### src/rtl/nand_seq_pkg.sv
package nand_seq_pkg;

  localparam int REG_AW = 4;

  typedef enum logic [1:0] {
    PH_CMD   = 2'd0,
    PH_ADDR  = 2'd1,
    PH_WRITE = 2'd2,
    PH_READ  = 2'd3
  } phase_e;

  localparam logic [REG_AW-1:0] RA_CTRL  = 4'd0;
  localparam logic [REG_AW-1:0] RA_CMD   = 4'd1;
  localparam logic [REG_AW-1:0] RA_ADDR  = 4'd2;
  localparam logic [REG_AW-1:0] RA_ANUM  = 4'd3;
  localparam logic [REG_AW-1:0] RA_DNUM  = 4'd4;
  localparam logic [REG_AW-1:0] RA_STAT  = 4'd5;
  localparam logic [REG_AW-1:0] RA_RFIFO = 4'd6;
  localparam logic [REG_AW-1:0] RA_TIME  = 4'd7;
  localparam logic [REG_AW-1:0] RA_BANK  = 4'd8;
  localparam logic [REG_AW-1:0] RA_WDATA = 4'd9;

  // control trigger bit positions
  localparam int CB_ADDR  = 0;
  localparam int CB_READ  = 1;
  localparam int CB_WRITE = 2;
  localparam int CB_RCLR  = 7;

  // status bit positions
  localparam int SB_RB    = 0;
  localparam int SB_RBD   = 1;
  localparam int SB_CMD   = 2;
  localparam int SB_ADR   = 3;
  localparam int SB_XFR   = 4;
  localparam int SB_WHE   = 5;
  localparam int SB_RHF   = 6;
  localparam int SB_WE    = 8;
  localparam int SB_RFULL = 9;

endpackage

### src/rtl/nand_seq_phy.sv
module nand_seq_phy
  import nand_seq_pkg::*;
#(
  parameter int CNT_W = 10,
  parameter int TW    = 4
) (
  input  logic             clk,
  input  logic             rst,
  input  logic             start,
  input  phase_e           kind_i,
  input  logic [CNT_W-1:0] last_i,
  input  logic [31:0]      word_i,
  input  logic [TW-1:0]    wlo,
  input  logic [TW-1:0]    whi,
  input  logic [TW-1:0]    rlo,
  input  logic [TW-1:0]    rhi,
  input  logic [7:0]       dq_i,
  output logic             busy,
  output logic             done,
  output phase_e           kind_o,
  output logic             cle,
  output logic             ale,
  output logic             we_n,
  output logic             re_n,
  output logic [7:0]       dq_o,
  output logic             dq_oe,
  output logic             rx_valid,
  output logic [7:0]       rx_byte,
  output logic             rx_last
);

  typedef enum logic [1:0] {ST_IDLE, ST_LO, ST_HI} st_e;

  st_e              st;
  phase_e           kind_q;
  logic [CNT_W-1:0] idx, last_q, nidx;
  logic [31:0]      word_q;
  logic [TW-1:0]    cnt;
  logic             rd_q;

  function automatic logic [TW-1:0] wid(input logic [TW-1:0] v);
    return (v == '0) ? TW'(1) : v;
  endfunction

  assign nidx   = idx + CNT_W'(1);
  assign rd_q   = (kind_q == PH_READ);
  assign busy   = (st != ST_IDLE);
  assign done   = (st == ST_HI) && (cnt == TW'(1)) && (idx == last_q);
  assign kind_o = kind_q;

  always_ff @(posedge clk) begin
    if (rst) begin
      st       <= ST_IDLE;
      kind_q   <= PH_CMD;
      idx      <= '0;
      last_q   <= '0;
      word_q   <= '0;
      cnt      <= '0;
      cle      <= 1'b0;
      ale      <= 1'b0;
      we_n     <= 1'b1;
      re_n     <= 1'b1;
      dq_o     <= '0;
      dq_oe    <= 1'b0;
      rx_valid <= 1'b0;
      rx_byte  <= '0;
      rx_last  <= 1'b0;
    end else begin
      rx_valid <= 1'b0;
      case (st)
        ST_IDLE: if (start) begin
          st     <= ST_LO;
          kind_q <= kind_i;
          last_q <= last_i;
          word_q <= word_i;
          idx    <= '0;
          cle    <= (kind_i == PH_CMD);
          ale    <= (kind_i == PH_ADDR);
          dq_o   <= word_i[7:0];
          if (kind_i == PH_READ) begin
            re_n <= 1'b0;
            cnt  <= wid(rlo);
          end else begin
            we_n  <= 1'b0;
            dq_oe <= 1'b1;
            cnt   <= wid(wlo);
          end
        end
        ST_LO: if (cnt == TW'(1)) begin
          st   <= ST_HI;
          we_n <= 1'b1;
          re_n <= 1'b1;
          cnt  <= rd_q ? wid(rhi) : wid(whi);
          if (rd_q) begin
            rx_valid <= 1'b1;
            rx_byte  <= dq_i;
            rx_last  <= (idx == last_q);
          end
        end else begin
          cnt <= cnt - TW'(1);
        end
        ST_HI: if (cnt == TW'(1)) begin
          if (idx == last_q) begin
            st    <= ST_IDLE;
            cle   <= 1'b0;
            ale   <= 1'b0;
            dq_oe <= 1'b0;
          end else begin
            st   <= ST_LO;
            idx  <= nidx;
            dq_o <= word_q[{nidx[1:0], 3'b000} +: 8];
            if (rd_q) begin
              re_n <= 1'b0;
              cnt  <= wid(rlo);
            end else begin
              we_n <= 1'b0;
              cnt  <= wid(wlo);
            end
          end
        end else begin
          cnt <= cnt - TW'(1);
        end
        default: st <= ST_IDLE;
      endcase
    end
  end

endmodule

### src/rtl/nand_seq_rfifo.sv
module nand_seq_rfifo #(
  parameter int DEPTH = 8,
  localparam int AW   = $clog2(DEPTH),
  localparam int CW   = AW + 1
) (
  input  logic          clk,
  input  logic          rst,
  input  logic          clr,
  input  logic          rx_valid,
  input  logic [7:0]    rx_byte,
  input  logic          rx_last,
  input  logic          pop,
  output logic [31:0]   q,
  output logic [CW-1:0] count,
  output logic          half,
  output logic          full
);

  logic [31:0]   mem [DEPTH];
  logic [31:0]   acc, merged;
  logic [1:0]    bidx;
  logic [CW-1:0] wptr, rptr;
  logic          push, wr_en, empty;

  assign merged = acc | (32'(rx_byte) << {bidx, 3'b000});
  assign push   = rx_valid && (bidx == 2'd3 || rx_last);
  assign count  = wptr - rptr;
  assign empty  = (count == '0);
  assign full   = (count == CW'(DEPTH));
  assign half   = (count >= CW'(DEPTH / 2));
  assign wr_en  = push && !full && !clr;

  // byte packer, little-endian
  always_ff @(posedge clk) begin
    if (rst || clr) begin
      acc  <= '0;
      bidx <= '0;
    end else if (rx_valid) begin
      if (push) begin
        acc  <= '0;
        bidx <= '0;
      end else begin
        acc  <= merged;
        bidx <= bidx + 2'd1;
      end
    end
  end

  always_ff @(posedge clk) begin
    if (wr_en) mem[wptr[AW-1:0]] <= merged;
  end

  always_ff @(posedge clk) begin
    if (rst) begin
      wptr <= '0;
      rptr <= '0;
      q    <= '0;
    end else if (clr) begin
      wptr <= '0;
      rptr <= '0;
      if (pop) q <= '0;
    end else begin
      if (wr_en) wptr <= wptr + CW'(1);
      if (pop) begin
        q <= empty ? 32'd0 : mem[rptr[AW-1:0]];
        if (!empty) rptr <= rptr + CW'(1);
      end
    end
  end

endmodule

### src/rtl/nand_seq.sv
module nand_seq
  import nand_seq_pkg::*;
#(
  parameter int CNT_W      = 10,
  parameter int TW         = 4,
  parameter int FIFO_DEPTH = 8,
  parameter int NBANK      = 4,
  localparam int BW        = $clog2(NBANK),
  localparam int RF_CW     = $clog2(FIFO_DEPTH) + 1
) (
  input  logic              clk,
  input  logic              rst,
  input  logic [REG_AW-1:0] reg_addr,
  input  logic [31:0]       reg_wdata,
  input  logic              reg_we,
  input  logic              reg_re,
  output logic [31:0]       reg_rdata,
  output logic              fl_cle,
  output logic              fl_ale,
  output logic              fl_we_n,
  output logic              fl_re_n,
  output logic [NBANK-1:0]  fl_ce_n,
  output logic [7:0]        fl_dq_o,
  output logic              fl_dq_oe,
  input  logic [7:0]        fl_dq_i,
  input  logic              fl_rb
);

  logic [31:0]      addr_q, wdata_q, other_q, stat, w1c;
  logic [1:0]       anum_q;
  logic [CNT_W-1:0] dnum_q;
  logic [4*TW-1:0]  time_q;
  logic [BW-1:0]    bank_q;
  logic [REG_AW-1:0] sel_q;
  logic             st_rbd, st_cmd, st_adr, st_xfr;
  logic             rb_s1, rb_s2, rb_s3;
  logic             cmd_wr, ctrl_wr, req, go;
  phase_e           req_kind, ph_kind;
  logic [CNT_W-1:0] req_last;
  logic [31:0]      req_word, rf_q;
  logic             ph_busy, ph_done, rx_valid, rx_last;
  logic [7:0]       rx_byte;
  logic [RF_CW-1:0] rf_count;
  logic             rf_half, rf_full;

  assign cmd_wr  = reg_we && (reg_addr == RA_CMD);
  assign ctrl_wr = reg_we && (reg_addr == RA_CTRL);
  assign w1c     = (reg_we && reg_addr == RA_STAT) ? reg_wdata : 32'd0;

  always_comb begin
    req      = 1'b0;
    req_kind = PH_CMD;
    req_last = '0;
    req_word = '0;
    if (cmd_wr) begin
      req      = 1'b1;
      req_word = {24'd0, reg_wdata[7:0]};
    end else if (ctrl_wr) begin
      if (reg_wdata[CB_ADDR]) begin
        req      = 1'b1;
        req_kind = PH_ADDR;
        req_last = CNT_W'(anum_q);
        req_word = addr_q;
      end else if (reg_wdata[CB_READ]) begin
        req      = 1'b1;
        req_kind = PH_READ;
        req_last = dnum_q;
      end else if (reg_wdata[CB_WRITE]) begin
        req      = 1'b1;
        req_kind = PH_WRITE;
        req_last = dnum_q;
        req_word = wdata_q;
      end
    end
  end
  assign go = req && !ph_busy;

  nand_seq_phy #(.CNT_W(CNT_W), .TW(TW)) u_phy (
    .clk(clk), .rst(rst), .start(go), .kind_i(req_kind), .last_i(req_last),
    .word_i(req_word),
    .wlo(time_q[TW-1:0]), .whi(time_q[2*TW-1:TW]),
    .rlo(time_q[3*TW-1:2*TW]), .rhi(time_q[4*TW-1:3*TW]),
    .dq_i(fl_dq_i), .busy(ph_busy), .done(ph_done), .kind_o(ph_kind),
    .cle(fl_cle), .ale(fl_ale), .we_n(fl_we_n), .re_n(fl_re_n),
    .dq_o(fl_dq_o), .dq_oe(fl_dq_oe),
    .rx_valid(rx_valid), .rx_byte(rx_byte), .rx_last(rx_last)
  );

  nand_seq_rfifo #(.DEPTH(FIFO_DEPTH)) u_rfifo (
    .clk(clk), .rst(rst), .clr(ctrl_wr && reg_wdata[CB_RCLR]),
    .rx_valid(rx_valid), .rx_byte(rx_byte), .rx_last(rx_last),
    .pop(reg_re && reg_addr == RA_RFIFO),
    .q(rf_q), .count(rf_count), .half(rf_half), .full(rf_full)
  );

  // configuration registers
  always_ff @(posedge clk) begin
    if (rst) begin
      addr_q  <= '0;
      anum_q  <= '0;
      dnum_q  <= '0;
      time_q  <= {4{TW'(2)}};
      bank_q  <= '0;
      wdata_q <= '0;
    end else if (reg_we) begin
      case (reg_addr)
        RA_ADDR:  addr_q  <= reg_wdata;
        RA_ANUM:  anum_q  <= reg_wdata[1:0];
        RA_DNUM:  dnum_q  <= reg_wdata[CNT_W-1:0];
        RA_TIME:  time_q  <= reg_wdata[4*TW-1:0];
        RA_BANK:  bank_q  <= reg_wdata[BW-1:0];
        RA_WDATA: wdata_q <= reg_wdata;
        default: ;
      endcase
    end
  end

  // ready/busy synchroniser and sticky flags
  always_ff @(posedge clk) begin
    if (rst) begin
      {rb_s1, rb_s2, rb_s3} <= 3'b111;
      {st_rbd, st_cmd, st_adr, st_xfr} <= '0;
    end else begin
      rb_s1  <= fl_rb;
      rb_s2  <= rb_s1;
      rb_s3  <= rb_s2;
      st_rbd <= (rb_s2 && !rb_s3) || (st_rbd && !w1c[SB_RBD]);
      st_cmd <= (ph_done && ph_kind == PH_CMD) || (st_cmd && !w1c[SB_CMD]);
      st_adr <= (ph_done && ph_kind == PH_ADDR) || (st_adr && !w1c[SB_ADR]);
      st_xfr <= (ph_done && (ph_kind == PH_READ || ph_kind == PH_WRITE))
                || (st_xfr && !w1c[SB_XFR]);
    end
  end

  always_comb begin
    stat           = '0;
    stat[SB_RB]    = rb_s2;
    stat[SB_RBD]   = st_rbd;
    stat[SB_CMD]   = st_cmd;
    stat[SB_ADR]   = st_adr;
    stat[SB_XFR]   = st_xfr;
    stat[SB_WHE]   = 1'b1;
    stat[SB_RHF]   = rf_half;
    stat[SB_WE]    = 1'b1;
    stat[SB_RFULL] = rf_full;
  end

  // registered read path
  always_ff @(posedge clk) begin
    if (rst) begin
      sel_q   <= RA_CTRL;
      other_q <= '0;
    end else if (reg_re) begin
      sel_q <= reg_addr;
      case (reg_addr)
        RA_ADDR:  other_q <= addr_q;
        RA_ANUM:  other_q <= 32'(anum_q);
        RA_DNUM:  other_q <= 32'(dnum_q);
        RA_STAT:  other_q <= stat;
        RA_TIME:  other_q <= 32'(time_q);
        RA_BANK:  other_q <= 32'(bank_q);
        RA_WDATA: other_q <= wdata_q;
        default:  other_q <= '0;
      endcase
    end
  end
  assign reg_rdata = (sel_q == RA_RFIFO) ? rf_q : other_q;

  // one registered active-low enable per bank
  for (genvar g = 0; g < NBANK; g++) begin : g_ce
    always_ff @(posedge clk) begin
      if (rst) fl_ce_n[g] <= (g != 0);
      else     fl_ce_n[g] <= (bank_q != BW'(g));
    end
  end

endmodule

### config.mk
export PLATFORM = sky130hd
export DESIGN_NAME = nand_seq
export DESIGN_NICKNAME = d
export VERILOG_FILES = /design/src/rtl/nand_seq_pkg.sv /design/src/rtl/nand_seq_phy.sv /design/src/rtl/nand_seq_rfifo.sv /design/src/rtl/nand_seq.sv
export SDC_FILE = /design/constraint.sdc
export NUM_CORES = 1
export LEC_CHECK = 0
export BUFFER_PORTS_ARGS = -buffer_cell sky130_fd_sc_hd__buf_2
export CORE_ASPECT_RATIO = 0.9
export CORE_MARGIN = 1.5
export CORE_UTILIZATION = 25
export CTS_CLUSTER_DIAMETER = 120
export DETAILED_ROUTE_END_ITERATION = 8
export HOLD_SLACK_MARGIN = 0.12
export PLACE_DENSITY = 0.47
export SYNTH_ARGS = -nofsm -noshare
export SYNTH_HDL_FRONTEND = slang
export SYNTH_SLANG_ARGS = --single-unit
### constraint.sdc
create_clock -name clk -period 11.3 [get_ports clk]
set_clock_uncertainty 0.2 [all_clocks]
set_input_delay 1.13 -clock clk [delete_from_list [all_inputs] [get_ports clk]]
set_output_delay 1.13 -clock clk [all_outputs]
set_load 0.005 [all_outputs]
### Yosys cells after proc, flatten, opt, wreduce, memory -nomap -nowiden

Memory sizes are Yosys's and may differ from the RTL's. A register that Yosys moved wholly into a read port is not among the register bits.
Cells that the tools add are included.

| storage, ports and cells | value |
|---|---|
| register bits | 298 |
| word-level logic and storage cells | 233 |
| RAM bits | 256 |
| memories kept | 1 |
| output and inout bits | 49 |

Memory list:

| memory | depth | bits a word | read ports | clocked after memory_dff | write ports | RTL line | RTL |
|---|---|---|---|---|---|---|---|
| u_rfifo.mem | 8 | 32 | 1 | 1 | 1 | nand_seq_rfifo.sv:19 | `logic [31:0] mem [DEPTH];` |

| cells by class | value |
|---|---|
| magnitude comparators | 1 |
| add/subtract/negate cells | 6 |
| multiplexer cells | 81 |
| eq/ne operators | 34 |
| reduce and logical (&&, ||, !) cells | 65 |
| shift-type cells | 2 |
| bitwise gates (word level) | 4 |

Operator list:

| kind | number |
|---|---|
| $mux W32 | 11 |
| $pmux W32 S7 | 1 |
| $mux W10 | 8 |
| $mux W4 | 11 |
| $or A32 B32 Y32 | 1 |
| $shiftx A32 B6 Y8 | 1 |
| $shl A8 B5 Y32 | 1 |
| $mux W1 | 26 |
| $logic_not A4 Y1 | 6 |
| $mux W8 | 3 |
| $eq A4 B3 Y1 const B | 5 |
| $pmux W10 S2 | 1 |
| $logic_and A1 B1 Y1 | 19 |
| $mux W2 | 9 |
| $ne A2 B2 Y1 const B | 8 |
| $pmux W8 S2 | 1 |
| $reduce_and A2 Y1 | 8 |
| $reduce_and A7 Y1 | 2 |
| $eq A4 B4 Y1 const B | 3 |
| $pmux W4 S3 | 1 |
| $add A10 B1 Y10 const B | 1 |
| $eq A10 B10 Y1 | 1 |
| $eq A2 B2 Y1 const B | 5 |
| $reduce_and A3 Y1 | 3 |
| other kinds (25) | 57 |

### Longest topological paths before layout

Gate-level depths: netlist of run 1.

| logic depth | value |
|---|---|
| depth in word-level cells | 9 |
| gate-level depth with buffers | 10 |
| depth with buffers taken out | 8 |

### Hierarchy

From an unflattened synthesis of run 1, not the netlist that was laid out.

| unflattened totals | value |
|---|---|
| cell total of the unflattened synthesis | 1978 |
| area total of the unflattened synthesis | 23100.9 µm² |

By module, submodules not included:

| module | sequential area each (µm²) | times used | cells an instance | area an instance (µm²) |
|---|---|---|---|---|
| nand_seq_rfifo | 9228.9 | 1 | 715 | 12634.6 |
| nand_seq | 2822.7 | 1 | 767 | 6459.9 |
| nand_seq_phy | 1661.6 | 1 | 496 | 4006.3 |

### Least setup slack after synthesis of run 1

Ideal clock, no wire load.

| timing | value |
|---|---|
| path kind | input port to flip-flop |
| start point | input reg_addr[2] |
| end point | memory u_rfifo.mem[2][0] (enable) |
| stages | 6 |
| arrival time | 5283 ps |
| setup slack | 5304 ps |
| path buffers | 1 |
| cells stage by stage | buf_2 > or3b_1 > nor2_2 > a21oi_1 > o31ai_2 > nor4b_1 |

| on the way | value |
|---|---|
| cells in the longest elaborated chain, start to end | 7 |

RTL lines:

| element | RTL line | RTL |
|---|---|---|
| from (decl) | nand_seq.sv:13 | `input logic [REG_AW-1:0] reg_addr,` |
| $logic_not A4 Y1 | nand_seq.sv:47 | `assign ctrl_wr = reg_we && (reg_addr == RA_CTRL);` |
| $logic_and A1 B1 Y1 | nand_seq.sv:47 |  |
| $logic_and A1 B1 Y1 | nand_seq.sv:90 | `.clk(clk), .rst(rst), .clr(ctrl_wr && reg_wdata[CB_RCLR]),` |
| $logic_not A1 Y1 | nand_seq_rfifo.sv:31 | `assign wr_en = push && !full && !clr;` |
| $logic_and A1 B1 Y1 | nand_seq_rfifo.sv:31 |  |
| $mux W1 | nand_seq_rfifo.sv:50 | `if (wr_en) mem[wptr[AW-1:0]] <= merged;` |
| $mux W1 (not written as such) | nand_seq_rfifo.sv:50 |  |
| to (decl) | nand_seq_rfifo.sv:19 |  |

No other way between the ends.

### Final worst setup path of run 1

| timing | value |
|---|---|
| start point | register sel_q[2] |
| end point | output reg_rdata[15] |

| on the way | value |
|---|---|
| cells in the longest elaborated chain, start to end | 2 |

RTL lines:

| element | RTL line | RTL |
|---|---|---|
| from (decl) | nand_seq.sv:34 | `logic [REG_AW-1:0] sel_q;` |
| from (signal assigned) | nand_seq.sv:154 | `sel_q <= reg_addr;` |
| $eq A4 B3 Y1 | nand_seq.sv:167 | `assign reg_rdata = (sel_q == RA_RFIFO) ? rf_q : other_q;` |
| $mux W32 | nand_seq.sv:167 |  |
| to (decl) | nand_seq.sv:17 | `output logic [31:0] reg_rdata,` |

No other way between the ends.

==> results.sh, run 1 <==
export IMPL_netlist_top_cells_area="edfxtp_1, dfxtp_1, mux4_2"
export IMPL_synthesis_area_sq_um=22900
export IMPL_h_tree_depth=2
export IMPL_syn_inst=1985
export IMPL_tns_ns=0
export IMPL_wl_met2_um=30500
export IMPL_drc=0
export IMPL_wl_met3_um=3930
export IMPL_period_share=0.310
export IMPL_max_clock_path_buffers=3
export IMPL_io_pins=98
export IMPL_fmax_ghz=0.286
export IMPL_crit_path_max_fanout=32
export IMPL_rsz0062_at_grt="false"
export IMPL_cts_setup_buffers=0
export IMPL_fin_ws_ns=7.80
export IMPL_final_max_slew_viol_count=0
export IMPL_hpwlAfterDp_um=43600
export IMPL_die_h_um=290
export IMPL_fin_crit_ns=3.50
export IMPL_ys_seq_area_frac=0.600
export IMPL_final_cells=3308
export IMPL_ys_warn_count=0
export IMPL_synth_area_leader_cell="edfxtp_1"
export IMPL_dr_pass1_iters=7
export IMPL_maxCapViolCount=0
export IMPL_synth_most_common_cell="dfxtp_1"
export IMPL_maxSlewHeadroom=0.188
export IMPL_synth_top_area_frac=0.336
export IMPL_route_vias_total=15774
export IMPL_hp_class="reg -> reg"
export IMPL_clk_pin_slew_ns=0.06
export IMPL_antenna_found_initial=5
export IMPL_grt_overflow=0
export IMPL_hold_ws_ns=0.237
export IMPL_grt_pass1_wl_um=98400
export IMPL_synthFlopType="dfxtp_1"
export IMPL_ys_types=79
export IMPL_postCtsHoldBufs=0
export IMPL_fp_dieW_um=322
export IMPL_hold_violations=0
export IMPL_postRouteAntennaNets=0
export IMPL_final_nets=2087
export IMPL_port_buffers=97
export IMPL_ys_async_sr_fraction=0
export IMPL_syn2layout_area_growth_pct=17.3
export IMPL_routed_wl_um=66100
export IMPL_cts_buffers=61
export IMPL_die_area_sq_um=93300
export IMPL_grt_max_degree=85
export IMPL_final_core_util=0.295
export IMPL_cts_resized=0
export IMPL_synth_seq_cells=557
export IMPL_drt_iter0_drc=1374
export IMPL_pre_cts_slack_ns=7.31
export IMPL_power_density_nw_per_um2=169
export IMPL_clockRootBuffer="clkbuf_16"
export IMPL_synth_edf_count=256
export IMPL_track_usage=0.139
export IMPL_reg2reg_slack_ns=7.94
export IMPL_clkLatencyLatePin_ns=0.65
export IMPL_synthTopCellsByCount="dfxtp_1, nand2_1, edfxtp_1, a21oi_1, nor2_1"
export IMPL_syn_nets=2047
export IMPL_worstSetupPathType="reg -> out"
export IMPL_gp_congestion=0.864
export IMPL_syn_area_per_cell_sq_um=11.5
export IMPL_setup_violations_final=0
export IMPL_drive_gt1_frac=0.180
export IMPL_core_area_sq_um=90900
export IMPL_grt_pass1_vias=15442
export IMPL_cts_sinks=557
export IMPL_worst_setup_path_start_kind="flip-flop"
export IMPL_worst_pin_slew_ns=1.22
export IMPL_avgRoutedWirePerCell_um=20.0
export IMPL_highest_layer="met5"
export IMPL_vias_per_cell=4.77
export IMPL_initial_core_util=0.251
export IMPL_cts_tree="yes"
export IMPL_rows=105
export IMPL_ir_drop_uv=127
export IMPL_leakage_nw=8.78
export IMPL_wl_met1_um=29700
export IMPL_cp_data_required_time_ns=9.97
export IMPL_status="complete, no violations"
export IMPL_crit_arrival_ns=2.17
export IMPL_fill_cells=9325
export IMPL_end_kind="output pin"
export IMPL_placed_cells=3192
==> kinds of logic (layout without fill, tap and decap cells) <==
logic type / after synthesis / after routing / synth area share
buf+inv: 167 / 259 / 0.0316
other cells: 0 / 1 / 0
compound gates: 441 / 441 / 0.122
xor+xnor: 19 / 19 / 0.00728
flops: 557 / 557 / 0.600
mux: 160 / 160 / 0.111
simple gates: 628 / 628 / 0.121
fa+ha+maj: 13 / 13 / 0.00712
==> metal layers <==
layer  global-route usage  vias up
met5                    0        -
met4               0.0449        2
met3               0.0228       98
met2                0.221      503
met1                0.192     7814
li1                     -     7357
==> stage by stage <==
| step | area (sq um) | power [mW] |
|---|---|---|
| after detailed placement | 24500 | 2.34 |
| after global routing | 26800 | 4.68 |
| after CTS | 26800 | 4.58 |
| after global placement | 24500 | 2.34 |
| after floorplan | 22900 | 2.28 |
| final | 26800 | 4.53 |
==> power by group <==
part           switching, mW  internal, mW  total, mW
clock network          0.845          1.39       2.23
registers             0.0161          2.11       2.13
logic                  0.117        0.0535      0.171
total                  0.978          3.55       4.53
==> registers in the layout (all words and copies together) (netlist names), 16 cells and up, named ones only <==
signal	count
addr_q	32
wdata_q	32
u_rfifo.acc	32
u_phy.word_q	32
time_q	16
u_rfifo.q	32
other_q	32
u_rfifo.mem	256
==> critical path: stages (launching register included) <==
cell     delay [ns]
dfxtp_1        0.33
nand2_1        0.07
nor3_2         0.10
buf_4          0.39
mux2_2         0.47
buf_2          0.16
==> worst paths after layout <==
| kind | startpoint | to | depth (start not counted) |
|---|---|---|---|
| setup / recovery | sel_q[2]$_SDFFE_PP0P_ | reg_rdata[15] | 5 |
| hold / removal | rb_s1$_SDFF_PP1_ | rb_s2$_SDFF_PP1_ | 1 |
| setup reg to reg | u_rfifo.wptr[1]$_SDFFE_PP0P_ | u_rfifo.mem[6][20]$_DFFE_PP_ | 7 |
| hold reg to reg | rb_s1$_SDFF_PP1_ | rb_s2$_SDFF_PP1_ | 1 |
==> final cells by class <==
cell class                 count  area, sq um  area share
tap                         1230         1540      0.0574
clock buffer                  76         1660      0.0620
inverter                      18         67.6     0.00252
antenna                        1         2.50   0.0000933
timing repair buffer         126          709      0.0265
sequential                   557        13700       0.512
multi-input combinational   1261         8490       0.316
clock inverter                39          633      0.0236
==> placed cells by master (no fill, tap or decap), types with 29 or more instances in the layout <==
master       n
dfxtp_1    298
nand2_1    272
edfxtp_1   256
a21oi_1    211
nor2_1     185
buf_2       96
mux4_2      72
clkbuf_16   61
a22oi_1     60
mux2i_1     55
nor3_1      47
o21ai_0     44
a21o_1      35
mux2_2      33
nand3_1     30
buf_4       29
No activity file was read; power rests on OpenSTA's default activity.
==> run 2: changes to the inputs <==
--- a/config.mk
+++ b/config.mk
@@ -12,7 +12,7 @@
 export CTS_CLUSTER_DIAMETER = 120
 export DETAILED_ROUTE_END_ITERATION = 8
 export HOLD_SLACK_MARGIN = 0.12
-export PLACE_DENSITY = 0.47
+export PLACE_DENSITY = 0.48
 export SYNTH_ARGS = -nofsm -noshare
 export SYNTH_HDL_FRONTEND = slang
 export SYNTH_SLANG_ARGS = --single-unit
==> constraint.sdc (replaced) <==
create_clock -name clk -period 3 [get_ports clk]
set_clock_uncertainty 0.2 [all_clocks]
set_input_delay 0.3 -clock clk [delete_from_list [all_inputs] [get_ports clk]]
set_output_delay 0.3 -clock clk [all_outputs]
set_load 0.005 [all_outputs]
==> results.sh, run 2 (same netlist as run 1, synthesis figures left out) <==
export IMPL_route_vias_total=16088
export IMPL_drt_iter0_drc=1417
export IMPL_cts_sinks=557
export IMPL_setup_violations_final=0
export IMPL_cts_buffers=60
export IMPL_fp_dieW_um=322
export IMPL_final_common_cell="dfxtp_1"
export IMPL_initial_core_util=0.251
export IMPL_status="complete, no violations"
export IMPL_period_share=0.944
export IMPL_cts_setup_buffers=0
export IMPL_h_tree_depth=2
export IMPL_hp_class="reg -> reg"
export IMPL_final_nets=2171
export IMPL_antenna_found_initial=2
export IMPL_worstSetupPathType="reg -> reg"
export IMPL_hpwlAfterDp_um=45700
export IMPL_grt_max_degree=106
export IMPL_vias_per_cell=4.76
export IMPL_drc=0
export IMPL_dr_pass1_iters=5
export IMPL_grt_overflow=0
export IMPL_avgRoutedWirePerCell_um=19.6
export IMPL_worstReg2RegEnd="u_rfifo.mem[0][25]$_DFFE_PP_"
export IMPL_end_kind="flip-flop"
export IMPL_cts_tree="yes"
export IMPL_finalInstanceArea_sq_um=27400
export IMPL_ir_drop_uv=481
export IMPL_grt_pass1_vias=15704
export IMPL_fin_crit_ns=2.83
export IMPL_postRouteAntennaNets=0
export IMPL_mostFrequentLayoutCells="dfxtp_1, nand2_1, edfxtp_1, a21oi_1, nor2_1"
export IMPL_maxSlewHeadroom=0.507
export IMPL_worst_setup_path_start_kind="flip-flop"
export IMPL_port_buffers=97
export IMPL_min_path_cells=1
export IMPL_clk_pin_slew_ns=0.06
export IMPL_cts_resized=0
export IMPL_syn2layout_area_growth_pct=20.0
export IMPL_worstHoldEndpoint="rb_s2$_SDFF_PP1_"
export IMPL_rsz0062_at_grt="false"
export IMPL_die_area_sq_um=93300
export IMPL_hold_start="rb_s1$_SDFF_PP1_"
export IMPL_clkLatencyLatePin_ns=0.65
export IMPL_grt_pass1_wl_um=99900
export IMPL_clockRootBuffer="clkbuf_16"
export IMPL_diodes=0
export IMPL_worstRegToRegCells=6
export IMPL_fmax_ghz=0.353
export IMPL_drive_gt1_frac=0.187
export IMPL_rr_startpoint="u_rfifo.wptr[2]$_SDFFE_PP0P_"
export IMPL_rows=105
export IMPL_final_core_util=0.302
export IMPL_max_clock_path_buffers=3
export IMPL_cp_data_required_time_ns=3.12
export IMPL_power_density_nw_per_um2=580
export IMPL_worst_pin_slew_ns=0.738
export IMPL_routed_wl_um=66300
export IMPL_core_area_sq_um=90900
export IMPL_io_pins=98
export IMPL_maxCapViolCount=0
export IMPL_crit_arrival_ns=2.95
export IMPL_crit_path_max_fanout=32
export IMPL_reg2reg_slack_ns=0.17
export IMPL_largest_reg_flops=256
export IMPL_track_usage=0.140
export IMPL_leakage_nw=9.24
export IMPL_placed_area_sq_um=25100
export IMPL_die_h_um=290
export IMPL_final_max_slew_viol_count=0
export IMPL_hold_violations=0
export IMPL_gp_congestion=0.891
## run 2: power by group
group          total (mW)  switching, mW  internal, mW
combinational       0.707          0.447         0.260
sequential           8.01         0.0676          7.94
clock                7.18           3.08          4.10
total                15.9           3.59          12.3
## run 2: worst max-delay path: stages (launching register included)
cell and delay, ns:
dfxtp_2 0.50, ha_1 0.34, xnor2_1 0.22, nand3_1 0.23
o31ai_4 0.64, nor4_4 0.04, buf_4 0.31
## run 2: what timing repair did
action,in CTS,in global routing
hold buffers,49,0
setup endpoints to repair,0,41
endpoints found under the hold margin,162,0
## run 2: layout make-up
type,instances,area [sq um]
Clock buffer,79,1640
Multi-Input combinational cell,1261,8590
Sequential cell,557,13700
Clock inverter,27,244
Inverter,18,70.1
Fill cell,9295,63500
Tap cell,1230,1540
Timing Repair Buffer,211,1620
## run 2: layer usage
metal / share of wire / track usage / routed length (um) / up-vias
li1: - / - / - / 7497
met1: 0.46 / 0.200 / 30600 / 8044
met2: 0.46 / 0.222 / 30500 / 462
met3: 0.058 / 0.0190 / 3880 / 85
met4: 0.019 / 0.0343 / 1270 / 0
met5: 0 / 0 / 0 / -
## run 2: worst max path at each step
stage | startpoint | end | slack, ns
CTS | u_rfifo.wptr[2]$_SDFFE_PP0P_ | u_rfifo.mem[1][15]$_DFFE_PP_ | 0.10
detailed placement | u_rfifo.wptr[2]$_SDFFE_PP0P_ | u_rfifo.mem[1][27]$_DFFE_PP_ | 0.19
global placement | u_rfifo.wptr[2]$_SDFFE_PP0P_ | u_rfifo.mem[0][24]$_DFFE_PP_ | 0.23
global route | u_rfifo.bidx[0]$_SDFFE_PP0P_ | u_rfifo.mem[1][23]$_DFFE_PP_ | 0.03
floorplan | u_rfifo.wptr[1]$_SDFFE_PP0P_ | u_rfifo.mem[2][0]$_DFFE_PP_ | -0.17
finish | u_rfifo.wptr[2]$_SDFFE_PP0P_ | u_rfifo.mem[0][25]$_DFFE_PP_ | 0.17
## run 2: through the flow
step	power, mW	hold WS, ns	std cells	setup WS (ns)	setup TNS (ns)
after detailed placement	8.83	0.211	3228	0.189	0
after floorplan	8.57	0.189	1985	-0.171	-7.68
after CTS	16.1	0.196	3383	0.104	0
after global routing	16.5	0.236	3383	0.0317	0
after global placement	8.82	0.213	3228	0.235	0
final	15.9	0.217	3383	0.168	0
